==> config.mk <==
export PLATFORM = sky130hd
export DESIGN_NAME = adc_seg_mem
export DESIGN_NICKNAME = d
export VERILOG_FILES = /design/src/rtl/adcseg_pkg.sv /design/src/rtl/adcseg_ram.sv /design/src/rtl/adcseg_grp_ptr.sv /design/src/rtl/adc_seg_mem.sv
export SDC_FILE = /design/constraint.sdc
export NUM_CORES = 1
export LEC_CHECK = 0
export ABC_AREA = 1
export BUFFER_PORTS_ARGS = -buffer_cell sky130_fd_sc_hd__buf_4
export CAP_MARGIN = 20
export CORE_AREA = 2 2 326 328
export DETAILED_ROUTE_END_ITERATION = 16
export DIE_AREA = 0 0 328 330
export PLACE_DENSITY = 0.41
export SLEW_MARGIN = 10
export SYNTH_ARGS = -nofsm -noshare
export SYNTH_HDL_FRONTEND = slang
export SYNTH_SLANG_ARGS = --single-unit
==> constraint.sdc <==
create_clock -name clk -period 4.95 [get_ports clk]
set_input_delay 0.7425 -clock clk [delete_from_list [all_inputs] [get_ports clk]]
set_output_delay 0.7425 -clock clk [all_outputs]
set_load 0.1 [all_outputs]
==> src/rtl/adcseg_pkg.sv <==
package adcseg_pkg;
    localparam int CH_W   = 5;
    localparam int VAL_W  = 12;
    localparam int NARROW = 10;
    localparam int WORD_W = 32;
    localparam int NGRP   = 3;

    typedef struct packed {
        logic [CH_W-1:0]  ch;
        logic [VAL_W-1:0] val;
    } rec_t;

    localparam logic [WORD_W-1:0] EMPTY_WORD = 32'h8000_0000;

    localparam logic [7:0] A_BND_A = 8'h00;
    localparam logic [7:0] A_BND_B = 8'h01;
    localparam logic [7:0] A_CTRL  = 8'h02;
    localparam logic [7:0] A_WRP   = 8'h04;
    localparam logic [7:0] A_STAT  = 8'h08;
    localparam int         Q_NIB   = 2;

    function automatic logic [WORD_W-1:0] pack_word(rec_t r);
        return {11'b0, r.ch, 4'b0, r.val};
    endfunction
endpackage

==> src/rtl/adcseg_ram.sv <==
module adcseg_ram #(
    parameter int DEPTH = 32,
    parameter int W     = 17,
    localparam int AW   = $clog2(DEPTH)
) (
    input  logic          clk,
    input  logic          we,
    input  logic [AW-1:0] waddr,
    input  logic [W-1:0]  wdata,
    input  logic [AW-1:0] raddr,
    output logic [W-1:0]  rdata
);
    logic [W-1:0] mem_q [DEPTH];

    always_ff @(posedge clk) begin
        if (we) mem_q[waddr] <= wdata;
        rdata <= mem_q[raddr];
    end
endmodule

==> src/rtl/adcseg_grp_ptr.sv <==
module adcseg_grp_ptr #(
    parameter int AW = 5
) (
    input  logic          clk,
    input  logic          rst_n,
    input  logic          clr,
    input  logic [AW:0]   seg_size,
    input  logic          push_req,
    input  logic          pop_req,
    output logic          push_ok,
    output logic          pop_ok,
    output logic [AW-1:0] wr_off,
    output logic [AW-1:0] rd_off,
    output logic          empty,
    output logic          full,
    output logic          overrun
);
    typedef struct packed {
        logic [AW-1:0] wr;
        logic [AW-1:0] rd;
        logic [AW:0]   cnt;
        logic          ovr;
    } st_t;

    st_t st_d, st_q;

    function automatic logic [AW-1:0] step(logic [AW-1:0] p, logic [AW:0] sz);
        return (({1'b0, p} + 1'b1) >= sz) ? '0 : p + 1'b1;
    endfunction

    always_comb begin
        st_d    = st_q;
        empty   = (st_q.cnt == '0);
        full    = (st_q.cnt >= seg_size);
        push_ok = push_req && !full && !clr;
        pop_ok  = pop_req && !empty && !clr;
        if (push_ok) st_d.wr = step(st_q.wr, seg_size);
        if (pop_ok)  st_d.rd = step(st_q.rd, seg_size);
        if (push_req && full && !clr) st_d.ovr = 1'b1;
        st_d.cnt = st_q.cnt + {{AW{1'b0}}, push_ok} - {{AW{1'b0}}, pop_ok};
        if (clr) st_d = '0;
    end

    always_ff @(posedge clk or negedge rst_n) begin
        if (!rst_n) st_q <= '0;
        else        st_q <= st_d;
    end

    assign wr_off  = st_q.wr;
    assign rd_off  = st_q.rd;
    assign overrun = st_q.ovr;


    cnt_bound_chk: assert property (@(posedge clk) disable iff (!rst_n)
        st_q.cnt <= seg_size);

    ovr_sticky_chk: assert property (@(posedge clk) disable iff (!rst_n)
        (st_q.ovr && !clr) |=> st_q.ovr);

    empty_pop_chk: assert property (@(posedge clk) disable iff (!rst_n)
        (empty && pop_req && !push_req && !clr) |=> ($stable(st_q.rd) && st_q.cnt == '0));

    wrap_range_chk: assert property (@(posedge clk) disable iff (!rst_n)
        (seg_size != '0) |-> ({1'b0, st_q.wr} < seg_size && {1'b0, st_q.rd} < seg_size));
endmodule

==> src/rtl/adc_seg_mem.sv <==
module adc_seg_mem
    import adcseg_pkg::*;
#(
    parameter int DEPTH     = 32,
    parameter int RST_BND_A = 8,
    parameter int RST_BND_B = 16
) (
    input  logic              clk,
    input  logic              rst_n,
    input  logic              cv_valid,
    input  logic [1:0]        cv_group,
    input  logic [CH_W-1:0]   cv_chan,
    input  logic [VAL_W-1:0]  cv_value,
    input  logic [NGRP-1:0]   grp_clr,
    input  logic              bus_wr,
    input  logic              bus_rd,
    input  logic [7:0]        bus_addr,
    input  logic [WORD_W-1:0] bus_wdata,
    output logic [WORD_W-1:0] bus_rdata,
    output logic              bus_rvalid
);
    localparam int AW = $clog2(DEPTH);
    localparam int BW = AW + 1;
    localparam logic [VAL_W-1:0] NARROW_MASK = VAL_W'((1 << NARROW) - 1);

    typedef struct packed {
        logic [BW-1:0]     bnd_a;
        logic [BW-1:0]     bnd_b;
        logic              ten;
        logic              rv;
        logic              rram;
        logic [WORD_W-1:0] rword;
    } st_t;

    st_t st_d, st_q;

    logic [BW-1:0]   seg_base [NGRP];
    logic [BW-1:0]   seg_size [NGRP];
    logic [AW-1:0]   wr_off   [NGRP];
    logic [AW-1:0]   rd_off   [NGRP];
    logic [BW-1:0]   wr_abs   [NGRP];
    logic [BW-1:0]   rd_abs   [NGRP];
    logic [NGRP-1:0] push_req, pop_req, push_ok, pop_ok;
    logic [NGRP-1:0] g_empty, g_full, g_ovr, g_clr, q_hit;
    logic            bnd_wr;
    logic            ram_we;
    logic [AW-1:0]   ram_waddr, ram_raddr;
    rec_t            ram_wdata, ram_rdata;

    always_comb begin
        seg_base[0] = '0;
        seg_size[0] = st_q.bnd_a;
        seg_base[1] = st_q.bnd_a;
        seg_size[1] = (st_q.bnd_b > st_q.bnd_a) ? st_q.bnd_b - st_q.bnd_a : '0;
        seg_base[2] = st_q.bnd_b;
        seg_size[2] = (BW'(DEPTH) > st_q.bnd_b) ? BW'(DEPTH) - st_q.bnd_b : '0;
    end

    for (genvar g = 0; g < NGRP; g++) begin : g_grp
        assign wr_abs[g] = seg_base[g] + {1'b0, wr_off[g]};
        assign rd_abs[g] = seg_base[g] + {1'b0, rd_off[g]};
        adcseg_grp_ptr #(.AW(AW)) u_ptr (
            .clk      (clk),
            .rst_n    (rst_n),
            .clr      (g_clr[g]),
            .seg_size (seg_size[g]),
            .push_req (push_req[g]),
            .pop_req  (pop_req[g]),
            .push_ok  (push_ok[g]),
            .pop_ok   (pop_ok[g]),
            .wr_off   (wr_off[g]),
            .rd_off   (rd_off[g]),
            .empty    (g_empty[g]),
            .full     (g_full[g]),
            .overrun  (g_ovr[g])
        );
    end

    always_comb begin
        st_d       = st_q;
        st_d.rv    = bus_rd;
        st_d.rram  = 1'b0;
        st_d.rword = '0;
        bnd_wr     = bus_wr && (bus_addr == A_BND_A || bus_addr == A_BND_B);
        ram_raddr  = '0;
        ram_waddr  = '0;
        for (int g = 0; g < NGRP; g++) begin
            q_hit[g]    = (bus_addr[7:4] == 4'(Q_NIB + g));
            pop_req[g]  = bus_rd && q_hit[g];
            push_req[g] = cv_valid && (cv_group == 2'(g));
            g_clr[g]    = grp_clr[g] || bnd_wr;
            if (push_ok[g]) ram_waddr = wr_abs[g][AW-1:0];
        end
        ram_we        = |push_ok;
        ram_wdata.ch  = cv_chan;
        ram_wdata.val = st_q.ten ? (cv_value & NARROW_MASK) : cv_value;

        if (bus_wr) begin
            if (bus_addr == A_BND_A) st_d.bnd_a = bus_wdata[BW-1:0];
            if (bus_addr == A_BND_B) st_d.bnd_b = bus_wdata[BW-1:0];
            if (bus_addr == A_CTRL)  st_d.ten   = bus_wdata[0];
        end

        if (bus_rd) begin
            if (bus_addr[7]) begin
                st_d.rram = 1'b1;
                ram_raddr = bus_addr[AW-1:0];
            end else if (|q_hit) begin
                for (int g = 0; g < NGRP; g++) begin
                    if (q_hit[g]) begin
                        if (g_empty[g]) begin
                            st_d.rword = EMPTY_WORD;
                        end else begin
                            st_d.rram = 1'b1;
                            ram_raddr = rd_abs[g][AW-1:0];
                        end
                    end
                end
            end else begin
                if (bus_addr == A_BND_A) st_d.rword = WORD_W'(st_q.bnd_a);
                if (bus_addr == A_BND_B) st_d.rword = WORD_W'(st_q.bnd_b);
                if (bus_addr == A_CTRL)  st_d.rword = WORD_W'(st_q.ten);
                for (int g = 0; g < NGRP; g++) begin
                    if (bus_addr == A_WRP + 8'(g))
                        st_d.rword = WORD_W'(wr_abs[g]);
                    if (bus_addr == A_STAT + 8'(g))
                        st_d.rword = WORD_W'({g_ovr[g], g_full[g], g_empty[g]});
                end
            end
        end
    end

    always_ff @(posedge clk or negedge rst_n) begin
        if (!rst_n) begin
            st_q       <= '0;
            st_q.bnd_a <= BW'(RST_BND_A);
            st_q.bnd_b <= BW'(RST_BND_B);
        end else begin
            st_q <= st_d;
        end
    end

    adcseg_ram #(.DEPTH(DEPTH), .W($bits(rec_t))) u_ram (
        .clk   (clk),
        .we    (ram_we),
        .waddr (ram_waddr),
        .wdata (ram_wdata),
        .raddr (ram_raddr),
        .rdata (ram_rdata)
    );

    assign bus_rvalid = st_q.rv;
    assign bus_rdata  = st_q.rram ? pack_word(ram_rdata) : st_q.rword;


    rvalid_follow_chk: assert property (@(posedge clk) disable iff (!rst_n)
        bus_rd |=> bus_rvalid);

    rvalid_idle_chk: assert property (@(posedge clk) disable iff (!rst_n)
        !bus_rd |=> !bus_rvalid);

    bad_group_chk: assert property (@(posedge clk) disable iff (!rst_n)
        (cv_group == 2'd3) |-> !ram_we);

    word_layout_chk: assert property (@(posedge clk) disable iff (!rst_n)
        bus_rvalid |-> (bus_rdata[30:21] == '0 && bus_rdata[15:12] == '0));
endmodule

==> flow_metrics.tcl <==
set metrics [dict create \
    num_rows 119 \
    ys.warnings.count 0 \
    cts_buffers 75 \
    synth_ff_type "edfxtp_1" \
    final_common_cell "nand2_1" \
    drv_slew 0 \
    clock_latency_ns 0.64 \
    fmax_mhz 221.1 \
    placed_cell_area_mm2 0.03374 \
    tns_ns 0 \
    dp_hpwl_mm 58.22 \
    status "finished, final reports clean" \
    setup-violations-final 0 \
    clk_pin_slew_ns 0.06 \
    cts_tree "built" \
    tightestPinTransition_ns 1.086 \
    drt_pass1_iterations 5 \
    drt-wirelength-per-cell_um 19.57 \
    ys_types 55 \
    relSlewSlack_pct 27.63 \
    cp_data_arrival_time_ns 4.82 \
    portBuffers 59 \
    grt_pass1_vias 22145 \
    dieArea_mm2 0.1082 \
    grt_overflow 0 \
    cts_max_path_buffers 3 \
    holdCritPathClass "input pin to register" \
    final_cell_mix "nand2_1 (748), nand3_1 (633), edfxtp_1 (544)" \
    viasPerCell 4.681 \
    p_leak_nw 15.40 \
    hold_violations 0 \
    die_h_um 330 \
    clock_sinks 634 \
    ys_seq_elements 634 \
    initial_core_util_pct 29.83 \
    rr_worst_depth 22 \
    nets 3442 \
    seq_area_frac_synth_pct 59.27 \
    antenna_found_initial 2 \
    cts-htree-levels 3 \
    clockRootBuffer "clkbuf_16" \
    synthesis.area_mm2 0.03122 \
    total_power_mw 13.19 \
    finalInstanceArea_mm2 0.03618 \
    crit_fanout 17 \
    wl_mm 92.11 \
    syn2layout_area_growth_pct 15.88 \
    min_period_ns 4.522 \
    async_flop_share_pct 11.51 \
    ant_nets 0 \
    synthTopCellsByArea "edfxtp_1 (52%), nand3_1 (10%), nand2_1 (9.1%)" \
    netlist_instances 3178 \
    finClkSkew_ns 0.03264 \
    finalCritPeriodShare_pct 91.35 \
    via_count 22033 \
    grt_use_total_pct 17.12 \
    min_path_cells 2 \
    drive_above_1_share_pct 10.43 \
    cp.required_ns 5.25 \
    instances_no_fill 4707 \
    io_pins 100 \
    whs_ns 0.3393 \
    yosys.area.top_type "edfxtp_1" \
    grt_pass1_wl_mm 139.4 \
    drc 0 \
    gp_congestion 0.8417 \
    critPathLaunchType "register" \
    ir_drop_v 0.0004448 \
    worstSetupPathType "register to register" \
    grt_max_degree 141 \
    synth_edf_count 544 \
    die_width_um 328 \
    drt_iter0_markers 1590 \
    netlist.area_leader.share_pct 52.32 \
    core_area_mm2 0.1047 \
    crit_path_end_kind "register" \
    dp.cells 4571 \
    n_antenna_cell 0 \
    p_per_area_mw_per_mm2 364.5 \
    syn_avg_cell_area_um2 9.825 \
    grt_setup_unrepaired "false" \
    drv_cap 0 \
]
-- final cells by class --
| type | count | area (µm²) |
|---|---|---|
| fillers | 10563 | 68490 |
| inverters | 440 | 1662 |
| flip-flops and latches | 634 | 18510 |
| clock buffers | 99 | 2007 |
| well taps | 1391 | 1740 |
| multi-input cells | 1956 | 10370 |
| clock inverters | 36 | 416.7 |
| repair buffers | 151 | 1481 |
-- cells in the mapped netlist, drive strengths merged (10+ instances only) --
library cell / count
nand2: 760
nand3: 640
edfxtp: 544
inv: 439
nor2: 143
ha: 109
buf: 103
dfrtp: 71
clkbuf: 58
nand3b: 57
o21ai: 55
a21oi: 48
xor2: 27
dfxtp: 17
o21a: 14
nand4: 10
-- power by group --
| group | internal [mW] | switching [mW] |
|---|---|---|
| registers | 5.91 | 0.0647 |
| clock network | 3.19 | 2.28 |
| logic | 0.501 | 1.24 |
| total | 9.61 | 3.58 |
-- flip-flops by register name (all words and copies together), names as in the netlist --
signal	count
u_ram.mem_q	544
g_grp.u_ptr.st_q	18
u_ram.rdata	17
g_grp.u_ptr.rd_off	15
g_grp.u_ptr.wr_off	15
seg_base	12
st_q	9
g_grp.u_ptr.overrun	3
bus_rvalid	1
-- critical path: stages, from the launching register on --
cell	delay (ns)
dfrtp_1	0.38
inv_2	0.11
ha_1	0.17
inv_1	0.07
fa_1	0.42
a21oi_1	0.16
o21bai_1	0.10
a21oi_1	0.13
o21bai_1	0.11
nand2_2	0.12
a21oi_1	0.05
o21ai_0	0.11
ha_1	0.30
a21oi_1	0.14
o21a_1	0.14
nand3_1	0.12
nor2_2	0.14
buf_4	0.16
nand3_1	0.12
a31oi_4	0.36
nand3_1	0.32
nor2_2	0.16
buf_4	0.29
-- layer usage --
metal  vias to the layer above  routed length, µm  GRT usage, %
met5                         -                  8             0
met4                         2               2831         5.235
met3                       139               4502         3.003
met2                       473              41360         27.25
met1                     10638              43410         23.77
li1                      10781                  -             -
-- metrics by stage --
step                      util [%]  setup WS, ns
after floorplan                  -        0.5153
after global placement       32.24        0.3125
after detailed placement     32.24        0.2922
after CTS                    34.56        0.2790
after global routing         34.57       0.02137
final                        34.57        0.4281
-- what timing repair did --
| action | 4_1_cts | 5_1_grt |
|---|---|---|
| gates resized for setup | 0 | 3 |
| endpoints found under the setup margin | 0 | 84 |
| hold buffers | 1 | 0 |
| setup buffers | 0 | 0 |
| endpoints found under the hold margin | 16 | 0 |
-- final timing paths --
check                                            start                        to  slack (ns)
worst max register to register             seg_base[0]        u_ram.mem_q[17][9]        0.43
max in group asynchronous                        rst_n    g_grp[1].u_ptr.st_q[3]        3.33
worst max-delay path                       seg_base[0]        u_ram.mem_q[17][9]        0.43
min in group asynchronous                        rst_n  g_grp[2].u_ptr.rd_off[1]        0.52
worst min-delay path                            bus_wr                  st_q[34]        0.34
worst min register to register  g_grp[2].u_ptr.overrun    g_grp[2].u_ptr.overrun        0.51
-- cells by family after synthesis --
family          after synthesis  share of synthesized area (%)
compound gates              164                          3.230
xor+xnor                     32                         0.8977
fa+ha+maj                   117                          4.881
buf+inv                     601                          8.087
flops                       634                          59.27
mux                           7                         0.2484
other cells                   1                        0.01201
simple gates               1622                          23.37
Power figures use the tool's default switching activity.
